## src/rtl/pla_pkg.sv

```systemverilog
package pla_pkg;

   // Address width for a count of rows, never below one bit.
   function automatic int addr_bits(input int count);
      int w;
      w = 1;
      while ((1 << w) < count) w++;
      return w;
   endfunction

   // Row payload width for a given shape.
   function automatic int row_bits(input int n_in, input int n_out);
      return 2 * n_in + n_out;
   endfunction

endpackage

```

## src/rtl/pla_cfg_store.sv

```systemverilog
module pla_cfg_store #(
   parameter int N_IN   = 3,
   parameter int N_TERM = 5,
   parameter int N_OUT  = 4,
   parameter int ROW_AW = pla_pkg::addr_bits(N_TERM),
   parameter int ROW_W  = pla_pkg::row_bits(N_IN, N_OUT)
) (
   input  logic                              clk,
   input  logic                              rst_n,
   input  logic                              wr_en,
   input  logic [ROW_AW-1:0]                 wr_row,
   input  logic [ROW_W-1:0]                  wr_data,
   input  logic [ROW_AW-1:0]                 rd_row,
   output logic [ROW_W-1:0]                  rd_data,
   output logic [N_TERM-1:0][N_IN-1:0]       care_q,
   output logic [N_TERM-1:0][N_IN-1:0]       pol_q,
   output logic [N_TERM-1:0][N_OUT-1:0]      mask_q
);

   localparam int POL_LSB  = 0;
   localparam int CARE_LSB = N_IN;
   localparam int MASK_LSB = 2 * N_IN;

   always_ff @(posedge clk or negedge rst_n) begin
      if (!rst_n) begin
         care_q <= '0;
         pol_q  <= '0;
         mask_q <= '0;
      end else if (wr_en) begin
         for (int p = 0; p < N_TERM; p++) begin
            if (wr_row == ROW_AW'(p)) begin
               pol_q[p]  <= wr_data[POL_LSB  +: N_IN];
               care_q[p] <= wr_data[CARE_LSB +: N_IN];
               mask_q[p] <= wr_data[MASK_LSB +: N_OUT];
            end
         end
      end
   end

   always_comb begin
      rd_data = '0;
      for (int p = 0; p < N_TERM; p++) begin
         if (rd_row == ROW_AW'(p)) begin
            rd_data = {mask_q[p], care_q[p], pol_q[p]};
         end
      end
   end

endmodule

```

## src/rtl/pla_and_plane.sv

```systemverilog
module pla_and_plane #(
   parameter int N_IN   = 3,
   parameter int N_TERM = 5
) (
   input  logic [N_IN-1:0]                   in_vec,
   input  logic [N_TERM-1:0][N_IN-1:0]       care_q,
   input  logic [N_TERM-1:0][N_IN-1:0]       pol_q,
   output logic [N_TERM-1:0]                 term_vec
);

   for (genvar p = 0; p < N_TERM; p++) begin : g_term
      logic [N_IN-1:0] lit_ok;
      // A slot passes when it is not cared for, or the input matches its polarity.
      assign lit_ok      = ~care_q[p] | ~(in_vec ^ pol_q[p]);
      assign term_vec[p] = &lit_ok;
   end

endmodule

```

## src/rtl/pla_or_plane.sv

```systemverilog
module pla_or_plane #(
   parameter int N_TERM = 5,
   parameter int N_OUT  = 4
) (
   input  logic [N_TERM-1:0]                 term_vec,
   input  logic [N_TERM-1:0][N_OUT-1:0]      mask_q,
   output logic [N_OUT-1:0]                  out_vec
);

   for (genvar m = 0; m < N_OUT; m++) begin : g_out
      logic [N_TERM-1:0] column;
      for (genvar p = 0; p < N_TERM; p++) begin : g_col
         assign column[p] = mask_q[p][m];
      end
      assign out_vec[m] = |(column & term_vec);
   end

endmodule

```

## src/rtl/pla_array.sv

```systemverilog
module pla_array #(
   parameter int N_IN   = 3,
   parameter int N_TERM = 5,
   parameter int N_OUT  = 4,
   parameter int ROW_AW = pla_pkg::addr_bits(N_TERM),
   parameter int ROW_W  = pla_pkg::row_bits(N_IN, N_OUT)
) (
   input  logic              clk,
   input  logic              rst_n,
   input  logic              cfg_we,
   input  logic [ROW_AW-1:0] cfg_row,
   input  logic [ROW_W-1:0]  cfg_data,
   input  logic [ROW_AW-1:0] rd_row,
   output logic [ROW_W-1:0]  rd_data,
   input  logic [N_IN-1:0]   in_vec,
   output logic [N_OUT-1:0]  out_vec
);

   if (N_IN < 1 || N_TERM < 1 || N_OUT < 1) begin : g_bad_shape
      $error("pla_array: every dimension must be at least 1");
   end
   if (N_IN > 30 || N_TERM >= (1 << N_IN)) begin : g_bad_terms
      $error("pla_array: N_TERM must be below 2**N_IN");
   end
   if (ROW_AW != pla_pkg::addr_bits(N_TERM)) begin : g_bad_aw
      $error("pla_array: ROW_AW must match N_TERM");
   end
   if (ROW_W != pla_pkg::row_bits(N_IN, N_OUT)) begin : g_bad_w
      $error("pla_array: ROW_W must be 2*N_IN+N_OUT");
   end

   logic [N_TERM-1:0][N_IN-1:0]  care_q;
   logic [N_TERM-1:0][N_IN-1:0]  pol_q;
   logic [N_TERM-1:0][N_OUT-1:0] mask_q;
   logic [N_TERM-1:0]            term_vec;

   pla_cfg_store #(
      .N_IN(N_IN), .N_TERM(N_TERM), .N_OUT(N_OUT), .ROW_AW(ROW_AW), .ROW_W(ROW_W)
   ) u_store (
      .clk(clk), .rst_n(rst_n),
      .wr_en(cfg_we), .wr_row(cfg_row), .wr_data(cfg_data),
      .rd_row(rd_row), .rd_data(rd_data),
      .care_q(care_q), .pol_q(pol_q), .mask_q(mask_q)
   );

   pla_and_plane #(
      .N_IN(N_IN), .N_TERM(N_TERM)
   ) u_and (
      .in_vec(in_vec), .care_q(care_q), .pol_q(pol_q), .term_vec(term_vec)
   );

   pla_or_plane #(
      .N_TERM(N_TERM), .N_OUT(N_OUT)
   ) u_or (
      .term_vec(term_vec), .mask_q(mask_q), .out_vec(out_vec)
   );

endmodule

```

## config.mk

```make
export PLATFORM = sky130hd
export DESIGN_NAME = pla_array
export DESIGN_NICKNAME = d
export VERILOG_FILES = /design/src/rtl/pla_pkg.sv /design/src/rtl/pla_cfg_store.sv /design/src/rtl/pla_and_plane.sv /design/src/rtl/pla_or_plane.sv /design/src/rtl/pla_array.sv
export SDC_FILE = /design/constraint.sdc
export NUM_CORES = 1
export LEC_CHECK = 0
export BUFFER_PORTS_ARGS = -buffer_cell sky130_fd_sc_hd__buf_2
export CORE_UTILIZATION = 50
export CTS_CLUSTER_DIAMETER = 40
export DETAILED_ROUTE_END_ITERATION = 6
export PLACE_DENSITY_LB_ADDON = 0.12
export SLEW_MARGIN = 15
export SYNTH_ARGS = -nofsm -noshare
export SYNTH_HDL_FRONTEND = slang
export SYNTH_HIERARCHICAL = 1
export SYNTH_SLANG_ARGS = --single-unit
```

## constraint.sdc

```tcl
create_clock -name clk -period 1.7 [get_ports clk]
set_input_delay 0.17 -clock clk [delete_from_list [all_inputs] [get_ports clk]]
set_output_delay 0.17 -clock clk [all_outputs]
set_load 0.005 [all_outputs]
```

# After elaboration in Yosys (flattened, before gate mapping)
# Index checks and enable logic that the tools add are counted.
# totals
register_bits	50
output_inout_bits	14
# classes
eq_ne	8
muxes	5
bitwise_logic	24
reduce_logical	16
# ops
operator	n
two-way mux 10 bit	5
NOT 3 bit	10
AND 5 bit	4
OR reduction 5 bit	4
bitwise OR 3 bit	5
AND reduction 3 bit	5
XOR 3 bit	5
equality test 3 x 2 -> 1 bit (second input constant)	4
AND reduction 2 bit	5
equality test 3 x 1 -> 1 bit (second input constant)	2
equality test 3 bit (second input constant)	2
logical NOT 3 bit	2

# Longest topological paths before layout
# Gate-level depths: netlist (run 1).
# logic_depth
word_depth	6
depth_mapped	5

# Modules after synthesis
# Netlist (run 1), hierarchy kept.
# modules_own_cells
mod	instances	cells_per_inst	area_each_um2	seq_area_each_um2
pla_cfg_store	1	165	2322.2	1251.2
pla_and_plane	1	23	202.7	0.0
pla_or_plane	1	12	85.1	0.0

# Least setup slack after synthesis (run 1)
# No wires, ideal clock.
# synth_path
kind	flip-flop to output port
startpoint	reg u_store/pol_q[7] (netlist bit)
endpoint	out out_vec[0]
arrival_ns	1.264
path_slack_ns	0.266
stages_incl_launch_ff	5
path_cell_list	dfrtp_1 -> xor2_1 -> a222oi_1 -> a22oi_1 -> nand2_1
# synth_via
elab_chain_cells	6
# synth_lines
item	line	rtl
from (decl)	pla_cfg_store.sv:16	output logic [N_TERM-1:0][N_IN-1:0] pol_q,
from (signal, indexed assignment)	pla_cfg_store.sv:32	pol_q[p] <= wr_data[POL_LSB +: N_IN];
XOR 3 bit	pla_and_plane.sv:14	assign lit_ok = ~care_q[p] | ~(in_vec ^ pol_q[p]);
NOT 3 bit	pla_and_plane.sv:14	
bitwise OR 3 bit	pla_and_plane.sv:14	
AND reduction 3 bit	pla_and_plane.sv:15	assign term_vec[p] = &lit_ok;
via term_vec[2]	pla_array.sv:35	logic [N_TERM-1:0] term_vec;
AND 5 bit	pla_or_plane.sv:15	assign out_vec[m] = |(column & term_vec);
OR reduction 5 bit	pla_or_plane.sv:15	
to (decl)	pla_array.sv:16	output logic [N_OUT-1:0] out_vec
# The timed path passes the listed nets, and every way through them passes these cells.

# Worst setup path after layout (run 1)
# Ends and elaborated chain as after synthesis.

==> summary.md, run 1 <==
| Metric | Value |
|---|---|
| Outcome | finished, violations left |
| Failing checks | setup timing |
| Hold path startpoint | cfg_data[9] |
| Fmax | about 530 MHz |
| Placed inst area | between 2000 and 3000 um2 |
| Synth-to-layout area growth | 17.2% |
| Total number of vias | approximately 2000 |
| CP max FO | 4 |
| Initial DRC count | ~170 |
| # rows | 25 |
| DRC | 0 |
| Final setup fails | 4 |
| Inserted Diodes | 0 |
| CP Capture Type | output pin |
| Final GP Congestion | ~0.87 |
| Max incr delay on CP | 0.42 ns |
| CP required | ~1.5 ns |
| Worst-path cell chain | xor2_1 -> a222oi_1 -> buf_4 -> a22oi_2 -> nand2_1 -> buf_2 |
| Seq cells post-synth | 50 |
| Total track usage | between 20% and 30% |
| Fin worst setup slack | -0.184 ns |
| Ys flop type | dfrtp_1 |
| Fin area | 3060 um2 |
| Routed len/inst | between 20 and 25 um |
| Post-layout net count | between 200 and 300 |
| Final cell count without fillers | 320 |
| Final hold slack | ~0.16 ns |
| I/O pin total | 36 |
| Delay-heaviest family, CP | compound AO/OA/AOI/OAI gates |
| CP Launch Type | flop |
| Die span in x | between 70 and 80 um |
| Ys Warns | 6 |
| Total power draw | about 3400 uW |
| Layout cells sized above 1 | 49.8% |
| Die Ht | between 70 and 80 um |
| Starting Density | between 50% and 60% |
| H-Tree Level Count | 2 |
| Mean Syn Cell Area | ~13 um2 |
| Clk slew on worst S/H paths | ~0.090 ns |
| CTS tree | built |
| Global route overflow | 0 |
| DP HPWL | between 4000 and 5000 um |
| Initial antenna violation count | 0 |
| Reg2reg end | u_store/pol_q[0] |
| Count of cell types in the netlist | 22 |
| Longest Clk Path Bufs | 2 |
| DIE AREA | between 5000 and 6000 um2 |
| Cells after Synth | 200 |
| Post-layout min period | roughly 1.9 ns |
| Core area | about 5000 um2 |
| RSZ-0062 raised after global routing | true |
| Post-Syn Area | between 2000 and 3000 um2 |
| CP max-delay cell | dfrtp_1 |
| DP Worst Slack | -0.120 ns |
| Hold depth | 2 |
| FF-to-FF Start | u_store/pol_q[0] |
| Critical Path AT | approximately 1.7 ns |
| Post-synthesis sequential area ratio | 47.9% |
| Slew HR | 72.7% |
| Critical path buffers and inverters | 2 |
| Vias per Instance | 6.18 |
| Hold WC Path Type | in2reg |
| Worst Reg-to-Reg Cells | 2 |
| Async SR Flop Fraction | 100% |
| Syn Nets | 222 |
| Skew-Pair Late Insertion Delay | a little under 0.3 ns |
| Cell Pwr Density | 1120 nW/um2 |
| MaxCap Viol Count | 0 |
| Period utilisation layout | 111% |
| Pleak | about 0.0014 uW |
| R2R Setup Slk | between 0.7 and 0.8 ns |
| Slew at the pin closest to its max-slew limit | slightly above 0.4 ns |
| Post-route ant nets | 0 |
| Placed insts | around 300 |
| Hold Crit Endpoint | u_store/mask_q[15] |
| Filler Cells Inserted | ~390 |
| First-pass GRT wire length | 10400 um |
| CP Class | reg2out |
| Vias in the first global route | around 2000 |
| Clk sinks | 50 |
| CTS Buf Count | 5 |
| Pin count of the biggest net entering global routing | 26 |
| Final Hold Viols | 0 |
| IR drop worst, VDD | just over 0.6 mV |
| Root Buffer | clkbuf_8 |
| DRT Pass-1 Iters | 5 |
| Slew Viols, Final | 0 |
| WL final | around 6700 um |
| Worst clock skew | 0 ns |
| Setup crit start | u_store/pol_q[7] |
| EDFF count, synth | 0 |
| IO buf count | 35 |
-- Yosys cell counts (3+ instances only) --
master | instances | area [um2]
mux2_2 | 56 | 631
dfrtp_1 | 50 | 1250
xor2_1 | 15 | 131
a22oi_1 | 13 | 97.6
a222oi_1 | 9 | 90.1
mux2i_1 | 8 | 80.1
nand2_1 | 8 | 30.0
buf_2 | 6 | 30.0
nand3_1 | 6 | 30.0
o221ai_1 | 6 | 52.6
buf_4 | 4 | 30.0
nor2b_1 | 4 | 25.0
buf_6 | 3 | 33.8
o21ai_0 | 3 | 15.0
-- worst max-delay path by stage --
stage,endpoint,slack [ns],depth (start not counted)
after detailed placement,out_vec[0],-0.12,5
after CTS,out_vec[2],-0.18,6
final,out_vec[0],-0.18,6
after global placement,out_vec[0],-0.01,5
after floorplan,out_vec[0],0.27,4
after global routing,out_vec[3],-0.33,6
-- per-stage QoR --
step,TNS [ns],util [%]
global placement,-0.00969,59.3
floorplan,0,-
global route,-1.13,62.7
CTS,-0.664,62.2
detailed placement,-0.447,59.3
finish,-0.675,62.7
-- metal layers --
metal,routed length (um),part of all wire [%],vias to the layer above,track usage [%]
li1,-,-,872,-
met1,2880,43,999,34.7
met2,3250,49,90,43.1
met3,412,6.2,17,4.61
met4,141,2.1,0,10.1
met5,0,0,-,0
-- cell usage in the layout (no fill, tap or decap), drive strengths merged --
cell / instances
a222oi: 9
a22oi: 13
a311o: 1
and4bb: 2
buf: 58
clkbuf: 7
dfrtp: 50
dlygate4sd3: 1
mux2: 56
mux2i: 8
nand2: 8
nand3: 6
nand4b: 1
nor2: 2
nor2b: 4
nor3: 1
nor4b: 1
o21ai: 3
o221ai: 6
or2: 1
xor2: 15
-- state kept, by name, summed over array words and instances (netlist names) --
signal and flops:
u_store/care_q 15, u_store/mask_q 20, u_store/pol_q 15
-- layout make-up --
cell class | instances | area, um2 | share of cell area [%]
clock buffer | 7 | 76.3 | 2.50
tap | 67 | 83.8 | 2.74
multi-input combinational | 137 | 1290 | 42.1
timing repair buffer | 59 | 358 | 11.7
sequential | 50 | 1250 | 40.9
-- power by group --
part | internal (uW) | switching (uW) | leakage (uW) | total, uW
Sequential | 1450 | 259 | 0.000600 | 1710
Combinational | 614 | 458 | 0.000719 | 1070
Clock | 284 | 367 | 0.0000383 | 652
-- cell families after synthesis --
logic type | synth area share [%]
buf+inv | 3.60
compound gates | 10.2
simple gates | 6.04
xor+xnor | 5.03
flops | 47.9
mux | 27.2
-- worst reg2reg max path: cells and delay by family (launching register included) --
kind,cells,cell delay (ns)
buffers and inverters,1,0.15
flip-flops,1,0.42
multiplexers,1,0.25
-- timing repair --
action                     4_1_cts  5_1_grt
gates resized for setup          2        1
pin swaps                       10        7
buffers inserted                 6        2
setup endpoints to repair        4        4
hold endpoints to repair        10        0
hold buffers                     1        0
Note: power is estimated with default switching activity, not from simulation.
==> run 2, diff against run 1 <==
==> constraint.sdc (replaced) <==
create_clock -name clk -period 1.9 [get_ports clk]
set_input_delay 0.19 -clock clk [delete_from_list [all_inputs] [get_ports clk]]
set_output_delay 0.19 -clock clk [all_outputs]
set_load 0.005 [all_outputs]
==> run 2 against run 1 <==
Net effect: the flow still finishes with violations (setup timing); critical path type unchanged; register-to-register slack better by 0.21 ns; setup slack improved by 0.16 ns; non-clock buffer count is 6 lower; clock power down 12%; highest routed layer unchanged; clock skew did not move; largest cell class unchanged.
==> summary.md, run 2 (synthesis results as in run 1) <==
| Metric | Value |
|---|---|
| Most common cell after layout, fill and taps aside | mux2_2 |
| Period utilisation layout | 101% |
| Die span in x | between 70 and 80 um |
| Layout cells sized above 1 | between 40% and 50% |
| Final setup fails | 4 |
| CTS Buf Count | 5 |
| IR drop worst, VDD | ~0.52 mV |
| Global route overflow | 0 |
| DP HPWL | 4800 um |
| Worst Reg-to-Reg Cells | 2 |
| Initial DRC count | roughly 160 |
| DP Worst Slack | 0.172 ns |
| Final cell count without fillers | 314 |
| Fin area | approximately 3000 um2 |
| Slew Viols, Final | 0 |
| Total number of vias | 1949 |
| Switching power | between 900 and 1000 uW |
| Pleak | 0.00133 uW |
| I/O pin total | 36 |
| Pin count of the biggest net entering global routing | 27 |
| CP Capture Type | output pin |
| Starting Density | 53.5% |
| IO buf count | 35 |
| Most frequent cells in the layout | mux2_2 (56), dfrtp_1 (50), buf_2 (35) |
| Initial antenna violation count | 0 |
| Total track usage | a little over a quarter |
| Largest reg by FF count | u_store/mask_q |
| DRC | 0 |
| WL final | 6760 um |
| CTS tree | built |
| Cell Pwr Density | a little over 1000 nW/um2 |
| MaxCap Viol Count | 0 |
| CP Launch Type | flop |
| Hold WC Path Type | in2reg |
| Critical Path AT | roughly 1.7 ns |
| Inserted Diodes | 0 |
| First-pass GRT wire length | between 10000 and 15000 um |
| Placed insts | 302 |
| P_int | between 2000 and 2500 uW |
| Final GP Congestion | a little under 0.9 |
| Die Ht | roughly 74 um |
| Vias per Instance | between 6 and 7 |
| CP required | between 1.5 and 2 ns |
| Longest Clk Path Bufs | 2 |
| RSZ-0062 raised after global routing | true |
| Outcome | finished, violations left |
| Synth-to-layout area growth | 15.4% |
| Slew at the pin closest to its max-slew limit | about 0.79 ns |
| Logic pwr share | 30.7% |
| Filler Cells Inserted | 411 |
| Final hold slack | around 0.17 ns |
| Slew HR | 47.2% |
| Post-layout net count | roughly 270 |
| DRT Pass-1 Iters | 6 |
| Skew-Pair Late Insertion Delay | 0.29 ns |
| Hold depth | 2 |
| Clk sinks | 50 |
| Routed len/inst | ~22 um |
| Switch share | 31.7% |
| Post-layout min period | 1.93 ns |
| Root Buffer | clkbuf_8 |
| Max reg flops | 20 |
| Worst clock skew | 0 ns |
| DIE AREA | 5510 um2 |
| CP max FO | 4 |
| Final Hold Viols | 0 |
| Area of the multi-input gates | 1290 um2 |
| Top Registers | u_store/mask_q: 20 flops, u_store/care_q: 15 flops, u_store/pol_q: 15 flops |
| Failing checks | setup timing |
| Fmax | approximately 520 MHz |
| Clock power frac | a little under a fifth |
| H-Tree Level Count | 2 |
| Post-route ant nets | 0 |
| FF/Latch Area | around 1300 um2 |
| Fin worst setup slack | -0.0262 ns |
| CP Class | reg2out |
| Setup TNS | -0.0592 ns |
| Clk slew on worst S/H paths | about 0.09 ns |
| Vias in the first global route | around 2000 |
| Sequential power share | between 50% and 60% |
| # rows | 25 |
| Core area | 4880 um2 |
| Placed inst area | 2880 um2 |
run 2: cell types whose count changed in the layout (fill, tap and decap cells not counted):
cell | before | now
buf_4 | 23 | 17
run 2: layer usage:
metal	up-vias	wire, um	global-route usage, %
met5	-	0	0
met4	0	135	8.18
met3	17	439	5.56
met2	103	3300	43.4
met1	978	2880	37.2
li1	851	-	-
run 2: stage by stage:
stage | total power [uW] | util, %
floorplan | 2030 | -
global placement | 2360 | 59.0
detailed placement | 2410 | 59.0
CTS | 3040 | 61.7
global route | 3210 | 61.7
finish | 3040 | 61.7
run 2: area by class of cell:
type,count,area share (%)
multi-input cells,137,42.8
flip-flops and latches,50,41.5
repair buffers,53,10.4
well taps,67,2.78
clock buffers,7,2.53
run 2: worst max-delay path, stage by stage (launching register included):
cell      delay (ns)
dfrtp_1         0.42
xor2_1          0.15
a222oi_1        0.38
buf_4           0.22
a22oi_2         0.07
nand2_1         0.07
buf_2           0.11
run 2: final timing paths:
check,from,end,slack [ns]
min in group asynchronous,rst_n,u_store/pol_q[13],0.43
max in group asynchronous,rst_n,u_store/mask_q[5],0.70
hold / removal,cfg_data[4],u_store/care_q[10],0.17
setup / recovery,u_store/pol_q[7],out_vec[0],-0.03
hold reg to reg,u_store/care_q[8],u_store/care_q[8],0.55
setup reg to reg,u_store/pol_q[0],u_store/pol_q[0],0.98
run 2: power by group through the flow:
| stage | Clock [uW] | Combinational, uW | Sequential [uW] |
|---|---|---|---|
| after CTS | 585 | 927 | 1530 |
| after floorplan | 0 | 571 | 1460 |
| after global routing | 639 | 1000 | 1560 |
| after global placement | 0 | 835 | 1530 |
| after detailed placement | 0 | 865 | 1550 |
| final | 574 | 933 | 1540 |
run 2: timing repair:
item | 4_1_cts | 5_1_grt
setup endpoints to repair | 4 | 4
resized for setup | 3 | 0
buffers inserted | 4 | 0
endpoints found under the hold margin | 25 | 0
hold buffers | 1 | 0
pin swaps | 6 | 0
